--- src/rtl/updown_timer_pkg.sv ---
package updown_timer_pkg;

    typedef enum logic [1:0] {
        DIR_UP     = 2'b00,
        DIR_DOWN   = 2'b01,
        DIR_UPDOWN = 2'b10
    } dir_mode_e;

    typedef enum logic [1:0] {
        ST_IDLE,
        ST_UP,
        ST_DOWN,
        ST_HALT
    } tmr_state_e;

endpackage

--- src/rtl/updown_timer_maxreg.sv ---
module updown_timer_maxreg #(
    parameter int unsigned      CNT_W     = 16,
    parameter logic [CNT_W-1:0] RESET_MAX = '1
) (
    input  logic             clk_i,
    input  logic             rst_ni,
    input  logic             we_i,
    input  logic [CNT_W-1:0] wdata_i,
    input  logic             running_i,
    input  logic [CNT_W-1:0] count_i,
    output logic [CNT_W-1:0] max_o,
    output logic [CNT_W-1:0] max_eff_o,
    output logic             busy_o
);
    logic             pend_q;
    logic [CNT_W-1:0] pend_val_q;
    logic [CNT_W-1:0] max_q;
    logic             apply_now;

    // A pending value lands when idle, or when the count sits on the old limit.
    assign apply_now = pend_q && (!running_i || (count_i == max_q));

    always_ff @(posedge clk_i or negedge rst_ni) begin
        if (!rst_ni) begin
            pend_q     <= 1'b0;
            pend_val_q <= '0;
            max_q      <= RESET_MAX;
        end else if (apply_now) begin
            max_q  <= pend_val_q;
            pend_q <= 1'b0;
        end else if (we_i && !pend_q) begin
            pend_q     <= 1'b1;
            pend_val_q <= wdata_i;
        end
    end

    assign max_o     = max_q;
    assign max_eff_o = apply_now ? pend_val_q : max_q;
    assign busy_o    = pend_q;

endmodule

--- src/rtl/updown_timer_core.sv ---
module updown_timer_core
    import updown_timer_pkg::*;
#(
    parameter int unsigned CNT_W = 16
) (
    input  logic             clk_i,
    input  logic             rst_ni,
    input  logic             step_i,
    input  logic             preset_i,
    input  logic             going_up_i,
    input  logic [1:0]       mode_i,
    input  logic [CNT_W-1:0] max_i,
    output logic [CNT_W-1:0] count_o,
    output logic             event_o,
    output logic             evt_o,
    output logic             flip_o
);
    localparam logic [CNT_W-1:0] ONE = CNT_W'(1);

    logic [CNT_W-1:0] count_q;
    logic [CNT_W-1:0] count_nxt;
    logic             event_q;
    logic             is_bounce;

    assign is_bounce = (mode_i == DIR_UPDOWN);

    always_comb begin
        count_nxt = count_q;
        evt_o     = 1'b0;
        flip_o    = 1'b0;
        if (going_up_i) begin
            if (is_bounce) begin
                if (count_q > max_i) begin
                    count_nxt = '0;
                end else if (count_q == max_i) begin
                    if (max_i == '0) begin
                        count_nxt = '0;
                        evt_o     = 1'b1;
                    end else begin
                        count_nxt = max_i - ONE;
                        flip_o    = 1'b1;
                    end
                end else begin
                    count_nxt = count_q + ONE;
                end
            end else if (count_q >= max_i) begin
                count_nxt = '0;
                evt_o     = 1'b1;
            end else begin
                count_nxt = count_q + ONE;
            end
        end else begin
            if (count_q == '0) begin
                evt_o = 1'b1;
                if (is_bounce) begin
                    if (max_i == '0) begin
                        count_nxt = '0;
                    end else begin
                        count_nxt = ONE;
                        flip_o    = 1'b1;
                    end
                end else begin
                    count_nxt = max_i;
                end
            end else begin
                count_nxt = count_q - ONE;
            end
        end
    end

    always_ff @(posedge clk_i or negedge rst_ni) begin
        if (!rst_ni) begin
            count_q <= '0;
            event_q <= 1'b0;
        end else if (preset_i) begin
            count_q <= (mode_i == DIR_DOWN) ? max_i : '0;
            event_q <= 1'b0;
        end else if (step_i) begin
            count_q <= count_nxt;
            event_q <= evt_o;
        end else begin
            event_q <= 1'b0;
        end
    end

    assign count_o = count_q;
    assign event_o = event_q;

endmodule

--- src/rtl/updown_timer_fsm.sv ---
module updown_timer_fsm
    import updown_timer_pkg::*;
(
    input  logic       clk_i,
    input  logic       rst_ni,
    input  logic       run_i,
    input  logic       preset_i,
    input  logic       step_i,
    input  logic       evt_i,
    input  logic       flip_i,
    input  logic       oneshot_i,
    input  logic [1:0] mode_i,
    output logic       busy_o,
    output logic       up_o,
    output logic       going_up_o
);
    tmr_state_e state_q;
    tmr_state_e state_d;
    tmr_state_e start_st;

    assign start_st = (mode_i == DIR_DOWN) ? ST_DOWN : ST_UP;

    always_ff @(posedge clk_i or negedge rst_ni) begin
        if (!rst_ni) begin
            state_q <= ST_IDLE;
        end else begin
            state_q <= state_d;
        end
    end

    always_comb begin
        state_d = state_q;
        unique case (state_q)
            ST_IDLE: begin
                if (run_i) state_d = start_st;
            end
            ST_UP, ST_DOWN: begin
                if (!run_i) begin
                    state_d = ST_IDLE;
                end else if (step_i && evt_i && oneshot_i) begin
                    state_d = ST_HALT;
                end else if (preset_i) begin
                    state_d = start_st;
                end else if (step_i && flip_i) begin
                    state_d = (state_q == ST_UP) ? ST_DOWN : ST_UP;
                end
            end
            ST_HALT: begin
                if (!run_i) state_d = ST_IDLE;
            end
            default: state_d = ST_IDLE;
        endcase
    end

    always_comb begin
        busy_o     = 1'b0;
        up_o       = (mode_i != DIR_DOWN);
        going_up_o = 1'b1;
        unique case (state_q)
            ST_UP: begin
                busy_o = 1'b1;
                up_o   = 1'b1;
            end
            ST_DOWN: begin
                busy_o     = 1'b1;
                up_o       = 1'b0;
                going_up_o = 1'b0;
            end
            ST_IDLE, ST_HALT: begin
                busy_o = 1'b0;
            end
            default: busy_o = 1'b0;
        endcase
    end

endmodule

--- src/rtl/updown_timer.sv ---
module updown_timer #(
    parameter int unsigned      CNT_W     = 16,
    parameter logic [CNT_W-1:0] RESET_MAX = '1
) (
    input  logic             clk_i,
    input  logic             rst_ni,
    input  logic             run_i,
    input  logic             preset_i,
    input  logic             cnt_en_i,
    input  logic [1:0]       mode_i,
    input  logic             oneshot_i,
    input  logic             max_we_i,
    input  logic [CNT_W-1:0] max_wdata_i,
    output logic [CNT_W-1:0] count_o,
    output logic             busy_o,
    output logic             up_o,
    output logic             max_busy_o,
    output logic             event_o
);
    logic             step;
    logic             evt;
    logic             flip;
    logic             going_up;
    logic [CNT_W-1:0] max_cur;
    logic [CNT_W-1:0] max_eff;

    assign step = busy_o && run_i && cnt_en_i && !preset_i;

    updown_timer_maxreg #(
        .CNT_W    (CNT_W),
        .RESET_MAX(RESET_MAX)
    ) u_maxreg (
        .clk_i    (clk_i),
        .rst_ni   (rst_ni),
        .we_i     (max_we_i),
        .wdata_i  (max_wdata_i),
        .running_i(busy_o),
        .count_i  (count_o),
        .max_o    (max_cur),
        .max_eff_o(max_eff),
        .busy_o   (max_busy_o)
    );

    updown_timer_core #(
        .CNT_W(CNT_W)
    ) u_core (
        .clk_i     (clk_i),
        .rst_ni    (rst_ni),
        .step_i    (step),
        .preset_i  (preset_i),
        .going_up_i(going_up),
        .mode_i    (mode_i),
        .max_i     (max_eff),
        .count_o   (count_o),
        .event_o   (event_o),
        .evt_o     (evt),
        .flip_o    (flip)
    );

    updown_timer_fsm u_fsm (
        .clk_i     (clk_i),
        .rst_ni    (rst_ni),
        .run_i     (run_i),
        .preset_i  (preset_i),
        .step_i    (step),
        .evt_i     (evt),
        .flip_i    (flip),
        .oneshot_i (oneshot_i),
        .mode_i    (mode_i),
        .busy_o    (busy_o),
        .up_o      (up_o),
        .going_up_o(going_up)
    );

endmodule

--- config.mk ---
export PLATFORM = sky130hd
export DESIGN_NAME = updown_timer
export DESIGN_NICKNAME = d
export VERILOG_FILES = /design/src/rtl/updown_timer_pkg.sv /design/src/rtl/updown_timer_maxreg.sv /design/src/rtl/updown_timer_core.sv /design/src/rtl/updown_timer_fsm.sv /design/src/rtl/updown_timer.sv
export SDC_FILE = /design/constraint.sdc
export NUM_CORES = 1
export LEC_CHECK = 0
export BUFFER_PORTS_ARGS = -buffer_cell sky130_fd_sc_hd__buf_2
export CORE_MARGIN = 2
export CORE_UTILIZATION = 44
export CTS_CLUSTER_DIAMETER = 60
export DETAILED_ROUTE_END_ITERATION = 10
export MAX_ROUTING_LAYER = met4
export SLEW_MARGIN = 10
export SYNTH_ARGS = -nofsm -noshare
export SYNTH_HDL_FRONTEND = slang
export SYNTH_SLANG_ARGS = --single-unit
--- constraint.sdc ---
create_clock -name clk_i -period 9.45 [get_ports clk_i]
set_input_delay 0 -clock clk_i [delete_from_list [all_inputs] [get_ports clk_i]]
set_output_delay 0 -clock clk_i [all_outputs]
set_load 0.05 [all_outputs]
# --- Word-level counts from Yosys, hierarchy flattened ---
# Index checks and enable logic that the tools add are counted.
# Widths: inputs -> output; s select.
word_totals:
  ram_bits: 0
  wordCells: 86
  ff_bits: 52
  latchBits: 0
  n_memories: 0
  in_bits: 25
  out_inout_bits: 20
  mem_bits_ro: 0
op_classes:
  addsub: 3
  n_lt_le_gt_ge: 2
  n_reduce_logical: 21
  shift: 0
  mul: 0
  n_eq_ne: 11
  div: 0
  muxes: 42
  bitwise: 1
ops:
  columns: ["cell", "n"]
  rows:
  - ["$mux 16", 12]
  - ["$eq 16x16->1", 2]
  - ["$logic_not 16->1", 2]
  - ["$sub 16x1->16 const B", 2]
  - ["$mux 1", 19]
  - ["$add 16x1->16 const B", 1]
  - ["$ge 16x16->1", 1]
  - ["$gt 16x16->1", 1]
  - ["$mux 2", 8]
  - ["$logic_and 1x1->1", 8]
  - ["$eq 2x2->1 const B", 3]
  - ["$pmux 2 s3", 1]
  - ["$ne 5x2->1 const B", 1]
  - ["$eq 2x1->1 const B", 2]
  - ["$ne 2x2->1 const B", 2]
  - ["$pmux 1 s2", 2]
  - ["$reduce_bool 2->1", 2]
  - ["$reduce_or 2->1", 2]
  - ["$logic_not 1->1", 3]
  - ["$reduce_and 3->1", 1]
  - ["$logic_not 2->1", 1]
  - ["$ne 2x1->1 const B", 1]
  - ["$reduce_and 2->1", 1]
  - ["$logic_or 1x1->1", 1]
  - ["$not 1->1", 1]

# --- Depth between registers and ports, before layout ---
depth:
  depth_word: 19
  ltp_mapped: 17
  mapped_depth_nobuf: 15

# --- Hierarchy ---
# From an unflattened synthesis, not the netlist that was laid out.
unflattened:
  cells_unflattened: 491
  hier_area_um2: 4401.7
by_module_without_submodules:
  columns: ["mod", "n_inst", "cells_each", "area_each_um2"]
  rows:
  - ["updown_timer_core", 1, 370, 2690.1]
  - ["updown_timer_maxreg", 1, 93, 1467.7]
  - ["updown_timer_fsm", 1, 27, 234.0]
  - ["updown_timer", 1, 1, 10.0]

# --- Worst setup path before layout ---
# OpenSTA, ideal clock, no wires.
synth_timing:
  kind: "register to register"
  from: "register u_core.count_q[8], in the netlist u_core.count_o[8]"
  to: "register u_fsm.state_q[0]"
  n_path_buf: 2
  arrival_time_ns: 4.495
  stages_incl_launch_ff: 17
  slack_ns: 4.876
  period_less_slack_ns: 4.574
  cell_sequence: "dfrtp_1 clkbuf_1 xnor2_1 nand4_1 o41ai_4 nand2_4 buf_2 mux2i_1 ha_1 inv_1 or4b_4 nor3_4 a21boi_4 o221a_4 o31ai_2 a311o_1 mux2i_1"
synth_via:
  elab_chain_len: 15
  elab_cells_between_ends: 31
  classes_between: "order compare (2); eq/ne (3); mux (18); reduce/logical (8)"
synth_lines:
  columns: ["element", "line_no", "source"]
  rows:
  - ["start: declaration", "updown_timer_core.sv:20", "logic [CNT_W-1:0] count_q;"]
  - ["start signal: assignment", "updown_timer_core.sv:76", "count_q <= (mode_i == DIR_DOWN) ? max_i : '0;"]
  - ["start signal: assignment", "updown_timer_core.sv:79", "count_q <= count_nxt;"]
  - ["branches (longest 15 deep; another with $ge 16x16->1)", null, null]
  - ["end signal: assignment", "updown_timer_fsm.sv:27", "state_q <= state_d;"]
  - ["end: declaration", "updown_timer_fsm.sv:17", "tmr_state_e state_q;"]
# Several ways; the timed one is not identified.
# A chain may end at the register's enable or synchronous reset.

# --- Worst setup path in the final report ---
layout_timing:
  from: "register u_core.count_q[11], in the netlist u_core.count_o[11]"
  to: "register u_core.count_q[8], in the netlist u_core.count_o[8]"
layout_via:
  elab_chain_len: 12
  elab_cells_between_ends: 21
  classes_between: "add/sub (1); order compare (2); eq/ne (2); mux (12); reduce/logical (4)"
layout_lines:
  columns: ["element", "line_no", "source"]
  rows:
  - ["$eq 16x16->1", "updown_timer_maxreg.sv:21", "assign apply_now = pend_q && (!running_i || (count_i == max_q));"]
  - ["$logic_or 1x1->1", "updown_timer_maxreg.sv:21", null]
  - ["$logic_and 1x1->1", "updown_timer_maxreg.sv:21", null]
  - ["$mux 16", "updown_timer_maxreg.sv:38", "assign max_eff_o = apply_now ? pend_val_q : max_q;"]
  - ["$sub 16x1->16 / $logic_not 16->1 (equally long branches)", "updown_timer_core.sv:40, updown_timer_core.sv:36", null]
  - ["$mux 16", "updown_timer_core.sv:36", "if (max_i == '0) begin"]
  - ["$mux 16", "updown_timer_core.sv:35", "end else if (count_q == max_i) begin"]
  - ["$mux 16", "updown_timer_core.sv:33", "if (count_q > max_i) begin"]
  - ["$mux 16", "updown_timer_core.sv:32", "if (is_bounce) begin"]
  - ["$mux 16", "updown_timer_core.sv:31", "if (going_up_i) begin"]
  - ["$mux 16", "updown_timer_core.sv:78", "end else if (step_i) begin"]
  - ["$mux 16 *", "updown_timer_core.sv:75", "end else if (preset_i) begin"]
# Mark *: on every way between the ends. The rest lies on a longest branch, timed or not. The select of a mux whose other input is x is not followed.

==> reports/results.ini <==
[run_status]
outcome = finished clean

[final_layout]
area_growth_pct = 11.43
stdcell_area_mm2 = 0.005197
diodes = 0
fill_cells = 1023
fin_nets = 616
final_common_cell = buf_2
regArea_mm2 = 0.001321
fin_cells = 704
drive_gt1_share_pct = 20.77
final_cell_mix = buf_2 (44), xnor2_1 (41), nor2_1 (41), nand2_1 (41), dfrtp_1 (36)
multi_input_area_mm2 = 0.003073

[logic_synthesis]
synth_flop_cell = dfrtp_1
synth_compound_area_share_pct = 18.80
syn-instance-count = 527
synth_edf_count = 0
synthSimpleGateAreaFrac_pct = 20.33
synth_warnings = 0
syn_area_mm2 = 0.004664
synthMuxAreaShare_pct = 10.49
synth_async_sr_flop_share_pct = 100.0
synth_seq_area_share_pct = 28.33
synth_top_family_by_area = simple AND/OR/NAND/NOR gates
yosys_register_bits = 52
synth-xor-area-share_pct = 9.764
synth_fa_ha_area_share_pct = 6.438
netlist-cell-type-count = 74
avgSynthCellArea_um2 = 8.851
syn_nets = 576

[timing]
tns_ns = 0
period_needed_ns = 5.304
slew-limit-headroom_pct = 37.20
rsz0062_at_grt = false
skew_ns = 0.009760
tightest_slew_ns = 0.9335
hold_viol = 0
drv_slew = 0
whs_ns = 0.1176
fmax_ghz = 0.1885
min_period_over_period_pct = 56.13
final-setup-viol-count = 0

[pwr]
intPower_uw = 904.1
sw_frac_of_total_pct = 54.54
p_seq_share_pct = 28.7
p_total_uw = 1989
peakVddDrop_v = 0.0001585
power.share.clock_pct = 7.0
power.density_mw_per_mm2 = 382.6
leakagePower_uw = 0.002146
switching_power_uw = 1085
p_comb_share_pct = 64.3

[clock_network]
path_clk_slew_ns = 0.11
cts_tree = done
cts_max_level = 2
clk-insertion-delay-late_ns = 0.32
cts_buffers = 5
post-cts-setup-buffer-count = 0
cts_buffer_depth = 2
clock-sinks = 52
cts_root_buffer = clkbuf_8

[floorplan]
ioPinCount = 45
die-area_mm2 = 0.01144
die_w_um = 107.0
dieHeight_um = 107.0
rows = 37
initial_utilization_pct = 45.18
fp.coreArea_mm2 = 0.01032

[placed_design]
portBuffers = 44
placed_area_mm2 = 0.004925
place_congestion = 0.9267
dp_hpwl_mm = 10.42
placed_cells = 678

[global_routing]
grt_pass1_vias = 4300
grt_first_pass_wirelength_mm = 22.90
grt_use_total_pct = 26.49
grt_max_degree = 53
gr-total-overflow = 0
grt_antenna_before_repair = 0

[hold_path]
hold_path_class = primary input to flop
hold_depth = 4

[drt]
drtAntennaViolNets = 0
drc = 0
avgViaCountPerCell = 6.170
route.detailed.wl_per_inst_um = 20.12
vias = 4344
routed_wl_mm = 14.16
drt_pre_antenna_iters = 5
drt_iter0_markers = 339

[critical_path]
reg2reg_slack_ns = 4.15
crit_type = flop to flop
cp.arrival_ns = 5.56
cp.required_ns = 9.70
endpoint_kind = flop
start_kind = flop
reg2reg_depth = 14
critPathMaxFanout = 34

[job]
drv_cap = 0

[cells by family (layout without fill, tap and decap cells)]
group           Yosys count  count (layout)
buf+inv                  60             101
flops                    52              52
simple gates            181             181
fa+ha+maj                24              24
compound gates          116             116
mux                      42              42
xor+xnor                 52              52
[worst max-delay path: stages, from the launching register on]
cell and delay, ns:
dfrtp_1 0.64, xnor2_1 0.19, nand4_1 0.19, o41ai_4 0.65, nand2_4 0.42, mux2i_1 0.53
ha_1 0.36, a41o_1 0.21, a21oi_1 0.15, o221ai_1 0.21, a221o_2 0.39, nor2_2 0.60
a21oi_1 0.12, or4_1 0.41, a21oi_1 0.14
[worst paths after layout]
kind | start | to
setup / recovery | u_core.count_o[11] | u_core.count_o[8]
hold / removal | oneshot_i | u_fsm.state_q[1]
setup reg to reg | u_core.count_o[11] | u_core.count_o[8]
hold reg to reg | u_maxreg.pend_val_q[11] | u_maxreg.pend_val_q[11]
max in group asynchronous | rst_ni | u_core.count_o[7]
min in group asynchronous | rst_ni | u_maxreg.pend_val_q[12]
[flip-flops by register name, indices dropped and copies added, names as in the netlist]
name                 cells
u_fsm.state_q            2
u_maxreg.busy_o          1
u_maxreg.pend_val_q     16
u_core.count_o          16
u_core.event_o           1
u_maxreg.max_o          16
[Yosys cell counts, types with 8 or more instances]
cell type  instances  area share (%)
a22oi_1            8             1.3
xnor2_1           41             7.7
ha_1              24             6.4
nand4_1           15             2.0
dfrtp_1           36              19
o21ai_0           20             2.1
o221ai_1           8             1.5
mux2i_1           16             3.4
nor2_1            42             3.4
mux2_2            22             5.3
nor3_1            18             1.9
a21oi_1           22             2.4
a221oi_1           9             1.7
xor2_1            11             2.1
nor4_1            13             1.7
nand3_1           14             1.5
clkbuf_1          22             1.8
buf_2              8            0.86
dfstp_2           16             9.0
nand2_1           41             3.3
inv_1             24             1.9
[power groups by stage]
| stage | Combinational [uW] | Clock [uW] | Sequential [uW] |
|---|---|---|---|
| floorplan | 949 | 0 | 567 |
| global placement | 1230 | 0 | 567 |
| detailed placement | 1250 | 0 | 573 |
| CTS | 1270 | 146 | 568 |
| global route | 1390 | 154 | 595 |
| finish | 1280 | 140 | 571 |
[per-stage QoR]
stage	setup WS [ns]	utilization, %
2_1_floorplan	4.876	-
5_1_grt	3.711	50.35
6_report	4.146	50.35
3_3_place_gp	4.053	47.70
4_1_cts	3.863	50.32
3_5_place_dp	3.902	47.70
[final cells by class]
class	instances	share of cell area, %
inverter	24	1.733
tap	136	3.274
multi-input combinational	415	59.12
clock buffer	6	1.396
clock inverter	2	0.3370
sequential	52	25.42
timing repair buffer	69	8.714
[layer usage]
metal  track usage [%]  part of all wire (%)  up-vias
met5                 -                     0        -
met2             40.31                    45      180
met4             13.45                   5.1        0
met3             2.614                   5.9       42
met1             35.22                    44     2103
li1                  -                     -     2019
[timing repair]
| action | 4_1_cts | 5_1_grt |
|---|---|---|
| endpoints found under the hold margin | 53 | 0 |
| hold buffers | 18 | 0 |
| resized for setup | 0 | 0 |
Note: power is estimated with default switching activity, not from simulation.
